$ cat config.mk
export PLATFORM = sky130hd
export DESIGN_NAME = trace_match_monitor
export DESIGN_NICKNAME = d
export VERILOG_FILES = /design/src/rtl/tmm_pkg.sv /design/src/rtl/tmm_regs.sv /design/src/rtl/tmm_match.sv /design/src/rtl/tmm_fwd.sv /design/src/rtl/trace_match_monitor.sv
export SDC_FILE = /design/constraint.sdc
export NUM_CORES = 1
export LEC_CHECK = 0
export ABC_CLOCK_PERIOD_IN_PS = 10900
export BUFFER_PORTS_ARGS = -buffer_cell sky130_fd_sc_hd__buf_2
export CORE_ASPECT_RATIO = 1.75
export CORE_MARGIN = 4
export CORE_UTILIZATION = 59
export DETAILED_ROUTE_END_ITERATION = 10
export GPL_ROUTABILITY_DRIVEN = 1
export PLACE_DENSITY = 0.81
export SYNTH_ARGS = -nofsm -noshare
export SYNTH_HDL_FRONTEND = slang
export SYNTH_HIERARCHICAL = 1
export SYNTH_SLANG_ARGS = --single-unit
export TNS_END_PERCENT = 30
$ cat constraint.sdc
create_clock -name clk -period 10.9 [get_ports clk]
set_input_delay 1.09 -clock clk [delete_from_list [all_inputs] [get_ports clk]]
set_output_delay 1.09 -clock clk [all_outputs]
set_load 0.05 [all_outputs]
$ cat src/rtl/tmm_pkg.sv
package tmm_pkg;
  localparam int unsigned REG_AW  = 12;
  localparam int unsigned WORD_W  = 32;
  localparam int unsigned N_BANKS = 4;
  // Bank order: timestamp pattern, timestamp mask, trigger pattern, trigger mask
  localparam logic [REG_AW-1:0] OFS_CTRL  = 12'hA00;
  localparam logic [REG_AW-1:0] OFS_TSEN  = 12'hA04;
  localparam logic [REG_AW-1:0] OFS_BANK0 = 12'hA08;
  localparam int unsigned BANK_STRIDE = 8;
  localparam int unsigned WORD_BYTES  = WORD_W / 8;

  typedef enum logic {
    MODE_CONT   = 1'b0,
    MODE_CHANGE = 1'b1
  } fwd_mode_e;
endpackage

$ cat src/rtl/tmm_regs.sv
module tmm_regs
  import tmm_pkg::*;
#(
  parameter int unsigned DATA_W = 64
) (
  input  logic                 clk,
  input  logic                 rst_n,
  input  logic                 wr_en,
  input  logic [REG_AW-1:0]    addr,
  input  logic [WORD_W-1:0]    wdata,
  output logic [WORD_W-1:0]    rdata,
  output logic                 en,
  output fwd_mode_e            mode,
  output logic                 ts_en,
  output logic [DATA_W-1:0]    ts_pat,
  output logic [DATA_W-1:0]    ts_msk,
  output logic [DATA_W-1:0]    tg_pat,
  output logic [DATA_W-1:0]    tg_msk
);
  localparam int unsigned NW   = DATA_W / WORD_W;
  localparam int unsigned NSLT = N_BANKS * NW;

  logic [N_BANKS-1:0][DATA_W-1:0] bank;
  logic [NSLT-1:0][WORD_W-1:0]    rd_part;

  logic            en_q, en_d;
  fwd_mode_e       mode_q, mode_d;
  logic            tsen_q, tsen_d;

  // control and timestamp-enable next state
  always_comb begin
    en_d   = en_q;
    mode_d = mode_q;
    tsen_d = tsen_q;
    if (wr_en && addr == OFS_CTRL) begin
      en_d   = wdata[0];
      mode_d = fwd_mode_e'(wdata[1]);
    end
    if (wr_en && addr == OFS_TSEN) tsen_d = wdata[0];
  end

  always_ff @(posedge clk or negedge rst_n) begin
    if (!rst_n) begin
      en_q   <= 1'b0;
      mode_q <= MODE_CONT;
      tsen_q <= 1'b0;
    end else begin
      en_q   <= en_d;
      mode_q <= mode_d;
      tsen_q <= tsen_d;
    end
  end

  for (genvar b = 0; b < N_BANKS; b++) begin : g_bank
    for (genvar w = 0; w < NW; w++) begin : g_word
      localparam logic [REG_AW-1:0] A =
        OFS_BANK0 + REG_AW'(b * BANK_STRIDE + w * WORD_BYTES);
      logic [WORD_W-1:0] q, d;
      logic              hit;
      assign hit = (addr == A);
      always_comb d = (wr_en && hit) ? wdata : q;
      always_ff @(posedge clk or negedge rst_n) begin
        if (!rst_n) q <= '0;
        else        q <= d;
      end
      assign bank[b][w*WORD_W +: WORD_W] = q;
      assign rd_part[b*NW + w]           = hit ? q : '0;
    end
  end

  always_comb begin
    rdata = '0;
    for (int i = 0; i < NSLT; i++) rdata |= rd_part[i];
    if (addr == OFS_CTRL) rdata = {{(WORD_W-2){1'b0}}, mode_q, en_q};
    if (addr == OFS_TSEN) rdata = {{(WORD_W-1){1'b0}}, tsen_q};
  end

  assign en     = en_q;
  assign mode   = mode_q;
  assign ts_en  = tsen_q;
  assign ts_pat = bank[0];
  assign ts_msk = bank[1];
  assign tg_pat = bank[2];
  assign tg_msk = bank[3];
endmodule

$ cat src/rtl/tmm_match.sv
module tmm_match #(
  parameter int unsigned DATA_W = 64
) (
  input  logic              valid,
  input  logic [DATA_W-1:0] data,
  input  logic [DATA_W-1:0] pat,
  input  logic [DATA_W-1:0] msk,
  output logic              hit
);
  assign hit = valid && (((data ^ pat) & msk) == '0);
endmodule

$ cat src/rtl/tmm_fwd.sv
module tmm_fwd
  import tmm_pkg::*;
#(
  parameter int unsigned DATA_W = 64
) (
  input  logic              clk,
  input  logic              rst_n,
  input  logic              en,
  input  fwd_mode_e         mode,
  input  logic              valid,
  input  logic [DATA_W-1:0] data,
  output logic              fwd_valid,
  output logic [DATA_W-1:0] fwd_data,
  output logic              have_last
);
  logic              have_q, have_d;
  logic              vld_q, vld_d;
  logic [DATA_W-1:0] dat_q, dat_d;
  logic              pass;

  // dat_q doubles as the last forwarded sample
  always_comb begin
    pass   = valid && (mode == MODE_CONT || !have_q || data != dat_q);
    vld_d  = en && pass;
    dat_d  = vld_d ? data : dat_q;
    have_d = en ? (have_q || pass) : 1'b0;
  end

  always_ff @(posedge clk or negedge rst_n) begin
    if (!rst_n) begin
      have_q <= 1'b0;
      vld_q  <= 1'b0;
      dat_q  <= '0;
    end else begin
      have_q <= have_d;
      vld_q  <= vld_d;
      dat_q  <= dat_d;
    end
  end

  assign fwd_valid = vld_q;
  assign fwd_data  = dat_q;
  assign have_last = have_q;
endmodule

$ cat src/rtl/trace_match_monitor.sv
module trace_match_monitor
  import tmm_pkg::*;
#(
  parameter int unsigned DATA_W = 64
) (
  input  logic              clk,
  input  logic              rst_n,
  input  logic              reg_wr,
  input  logic [11:0]       reg_addr,
  input  logic [31:0]       reg_wdata,
  output logic [31:0]       reg_rdata,
  input  logic              sample_valid,
  input  logic [63:0]       sample_data,
  output logic              trig_pulse,
  output logic              ts_req,
  output logic              fwd_valid,
  output logic [63:0]       fwd_data
);
  // reset: asserted asynchronously, released after two clock edges
  logic [1:0] rst_pipe;
  logic       rst_core_n;
  always_ff @(posedge clk or negedge rst_n) begin
    if (!rst_n) rst_pipe <= 2'b00;
    else        rst_pipe <= {rst_pipe[0], 1'b1};
  end
  assign rst_core_n = rst_pipe[1];

  logic              en_w, tsen_w, have_w;
  fwd_mode_e         mode_w;
  logic [DATA_W-1:0] ts_pat, ts_msk, tg_pat, tg_msk;
  logic              ts_hit, tg_hit;

  tmm_regs #(.DATA_W(DATA_W)) u_regs (
    .clk(clk), .rst_n(rst_core_n), .wr_en(reg_wr), .addr(reg_addr),
    .wdata(reg_wdata), .rdata(reg_rdata), .en(en_w), .mode(mode_w),
    .ts_en(tsen_w), .ts_pat(ts_pat), .ts_msk(ts_msk),
    .tg_pat(tg_pat), .tg_msk(tg_msk)
  );

  tmm_match #(.DATA_W(DATA_W)) u_ts_cmp (
    .valid(sample_valid), .data(sample_data), .pat(ts_pat), .msk(ts_msk),
    .hit(ts_hit)
  );

  tmm_match #(.DATA_W(DATA_W)) u_tg_cmp (
    .valid(sample_valid), .data(sample_data), .pat(tg_pat), .msk(tg_msk),
    .hit(tg_hit)
  );

  tmm_fwd #(.DATA_W(DATA_W)) u_fwd (
    .clk(clk), .rst_n(rst_core_n), .en(en_w), .mode(mode_w),
    .valid(sample_valid), .data(sample_data),
    .fwd_valid(fwd_valid), .fwd_data(fwd_data), .have_last(have_w)
  );

  logic trig_q, trig_d, ts_q, ts_d;
  always_comb begin
    trig_d = en_w && tg_hit;
    ts_d   = en_w && tsen_w && ts_hit;
  end

  always_ff @(posedge clk or negedge rst_core_n) begin
    if (!rst_core_n) begin
      trig_q <= 1'b0;
      ts_q   <= 1'b0;
    end else begin
      trig_q <= trig_d;
      ts_q   <= ts_d;
    end
  end

  assign trig_pulse = trig_q;
  assign ts_req     = ts_q;
endmodule

==> flow_summary.yaml <==
routing:
  wl_um: 56870
  vias_per_cell: 6.723
  detail-route-antenna-nets: 0
  drc: 0
  drtIter0Drc: 1494
  drt-wirelength-per-cell_um: 29.44
  dr.pass1.iters: 5
  num_vias: 12989
final_layout:
  drive_above_1_share: 0.4101
  fin_nets: 1641
  mostFrequentLayoutCells: "dfrtp_1, mux2_2, buf_2"
  final_area_um2: 19710
  num-fill-cells: 2097
  area_growth_pct: 13.56
  final_common_cell: "dfrtp_1"
place:
  place.port_buffers: 210
  placed_cell_area_um2: 18690
  hpwl_um: 39820
  pre_cts_ws_ns: 5.692
  routabilityCongestion: 0.9938
clocking:
  cts_resized: 0
  clock_sink_count: 329
  htree_levels: 1
  clk_path_buf_depth: 3
  numCtsBuffers: 30
  cts_tree: "built"
  cts-hold-fix-buffers: 0
  cts_setup_buffers: 0
  clk-insertion-delay-late_ns: 0.58
  cts_root_buffer: "clkbuf_16"
  path_clk_slew_ns: 0.06
timing:
  post-route-min-period_ns: 5.387
  setup_tns_ns: 0
  skew_ns: 0.01507
  worst_slack_ns: 5.513
  finalSetupViolations: 0
  finalCritPeriodShare: 0.4943
  clock.fmax_mhz: 185.6
  worst_pin_slew_ns: 1.135
  final-hold-violation-count: 0
  drv_slew: 0
  slew_headroom: 0.2407
  rsz0062_at_grt: "no"
global_routing:
  grt_pass1_wl_um: 84400
  antenna_found_initial: 3
  grt_use_total: 0.3498
  grt-ovfl-total: 0
  grt_pass1_vias: 13465
  grt_max_degree: 187
floorplanning:
  io_pins: 211
  fp.dieH_um: 234.9
  floorplan.initialDensity: 0.6020
  core-area_um2: 28830
  rows: 82
  die_w_um: 137.7
  dieArea_um2: 32330
yosys:
  syn_nets: 1445
  seq_area_frac_synth: 0.4743
  ys.flop_type: "dfrtp_1"
  synth_edf_count: 0
  ys_ff_latch: 329
  ys_types: 60
  synthArstFlopShare: 1.000
  avgSynthCellArea_um2: 13.02
  syn_inst: 1333
  synth_area_um2: 17360
  yosysWarnings: 6
worst_setup_path:
  required_ns: 9.81
  cp_slowest_cell: "buf_4"
  slowest_delay_ns: 0.78
  rr_worst_depth: 7
  endpoint_kind: "output pin"
  cp_max_fo: 55
  rr_startpoint: "u_fwd/fwd_data[5]$_DFFE_PN0P_"
  r2r-end: "u_fwd/fwd_data[45]$_DFFE_PN0P_"
  path_cells: "buf_4, buf_4, and3b_1, o2bb2ai_1, a222oi_1, a21oi_1, buf_2"
  cp-start-kind: "input pin"
  worst_path_most_repeated_cell: "buf_4"
  worstPathArrival_ns: 4.30
  reg2reg_slack_ns: 7.36
  criticalPathCategory: "input pin to output pin"
run:
  cap_violations: 0
pwr:
  powerDensity_nw_per_um2: 130.3
  p_leak_nw: 9.963
  ir_drop_mv: 0.1291
hold_path:
  hp-class: "input pin to async pin"
outcome:
  status: "completed"
==> cell families after synthesis <==
kind of cell	after synthesis	share of synthesized area
compound gates	174	0.08254
buf+inv	80	0.02761
xor+xnor	175	0.08831
simple gates	169	0.05853
flops	329	0.4743
other cells	1	0.0002161
mux	405	0.2685
==> sequential cells by signal, summed over array words and instances, names as in the netlist <==
register and count:
u_regs/mode 1, ts_req 1, trig_pulse 1, u_regs/ts_en 1, u_fwd/have_last 1, u_regs/g_bank.g_word.q 256
rst_pipe 2, u_fwd/fwd_data 64, u_regs/en 1, u_fwd/fwd_valid 1
==> cells in the mapped netlist (all sizes together) (5+ instances only) <==
library cell	count	area (um^2)
a2111oi	15	131.4
a21oi	11	55.05
a221oi	24	235.2
a222oi	8	80.08
a22o	20	175.2
a22oi	41	307.8
a31oi	6	37.54
a32oi	5	43.79
buf	55	385.4
clkbuf	15	56.30
dfrtp	329	8233
inv	10	37.54
mux2	344	4024
mux2i	59	590.6
nand2	19	71.32
nand2b	12	82.58
nand3	19	95.09
nand4	15	108.9
nor2	10	42.54
nor2b	15	93.84
nor3	58	350.3
nor4	8	77.57
o2bb2ai	19	166.4
xnor2	36	315.3
xor2	139	1217
==> worst max path at each step <==
| stage | to | start | cells after the start |
|---|---|---|---|
| floorplan | trig_pulse$_DFF_PN0_ | rst_pipe[1]$_DFF_PN0_ | 0 |
| detailed placement | reg_rdata[30] | reg_addr[2] | 7 |
| finish | reg_rdata[30] | reg_addr[2] | 7 |
| global route | reg_rdata[30] | reg_addr[2] | 7 |
| CTS | reg_rdata[30] | reg_addr[2] | 7 |
| global placement | reg_rdata[30] | reg_addr[2] | 7 |
==> report_power, final <==
| group | switching, mW | internal, mW |
|---|---|---|
| Clock | 0.474 | 0.619 |
| Sequential | 0.0166 | 1.23 |
| Combinational | 0.159 | 0.0668 |
| Total | 0.650 | 1.92 |
==> worst max-delay path, delay by kind of cell <==
family / cells / cell delay (ns)
buffers and inverters: 3 / 1.78
AOI/OAI and AO/OA: 3 / 0.64
and+or+nand+nor: 1 / 0.71
==> cell type report <==
| class | count | area (um^2) | area share |
|---|---|---|---|
| tap | 378 | 473.0 | 0.02400 |
| timing repair buffer | 234 | 1246 | 0.06323 |
| clock buffer | 42 | 897.1 | 0.04552 |
| sequential | 329 | 8237 | 0.4179 |
| clock inverter | 12 | 117.6 | 0.005967 |
| antenna | 3 | 7.507 | 0.0003809 |
| inverter | 10 | 37.54 | 0.001904 |
| multi-input combinational | 924 | 8695 | 0.4411 |
==> through the flow <==
stage / power (mW) / util / hold slack, ns / cells
detailed placement: 1.492 / 0.6482 / 0.3410 / 1875
floorplan: 1.386 / - / 0.3312 / 1333
global placement: 1.488 / 0.6482 / 0.3414 / 1875
finish: 2.568 / 0.6837 / 0.2839 / 1932
global route: 2.631 / 0.6837 / 0.2743 / 1932
CTS: 2.569 / 0.6834 / 0.2742 / 1929
==> routing by layer <==
layer  up-vias  track usage  part of all wire
met5         -            0                 0
met4         0       0.2754             0.097
met3       254      0.06550             0.092
met2       826       0.5293              0.46
met1      6536       0.4338              0.35
li1       5373            -                 -
(Power assumes the default switching activity.)
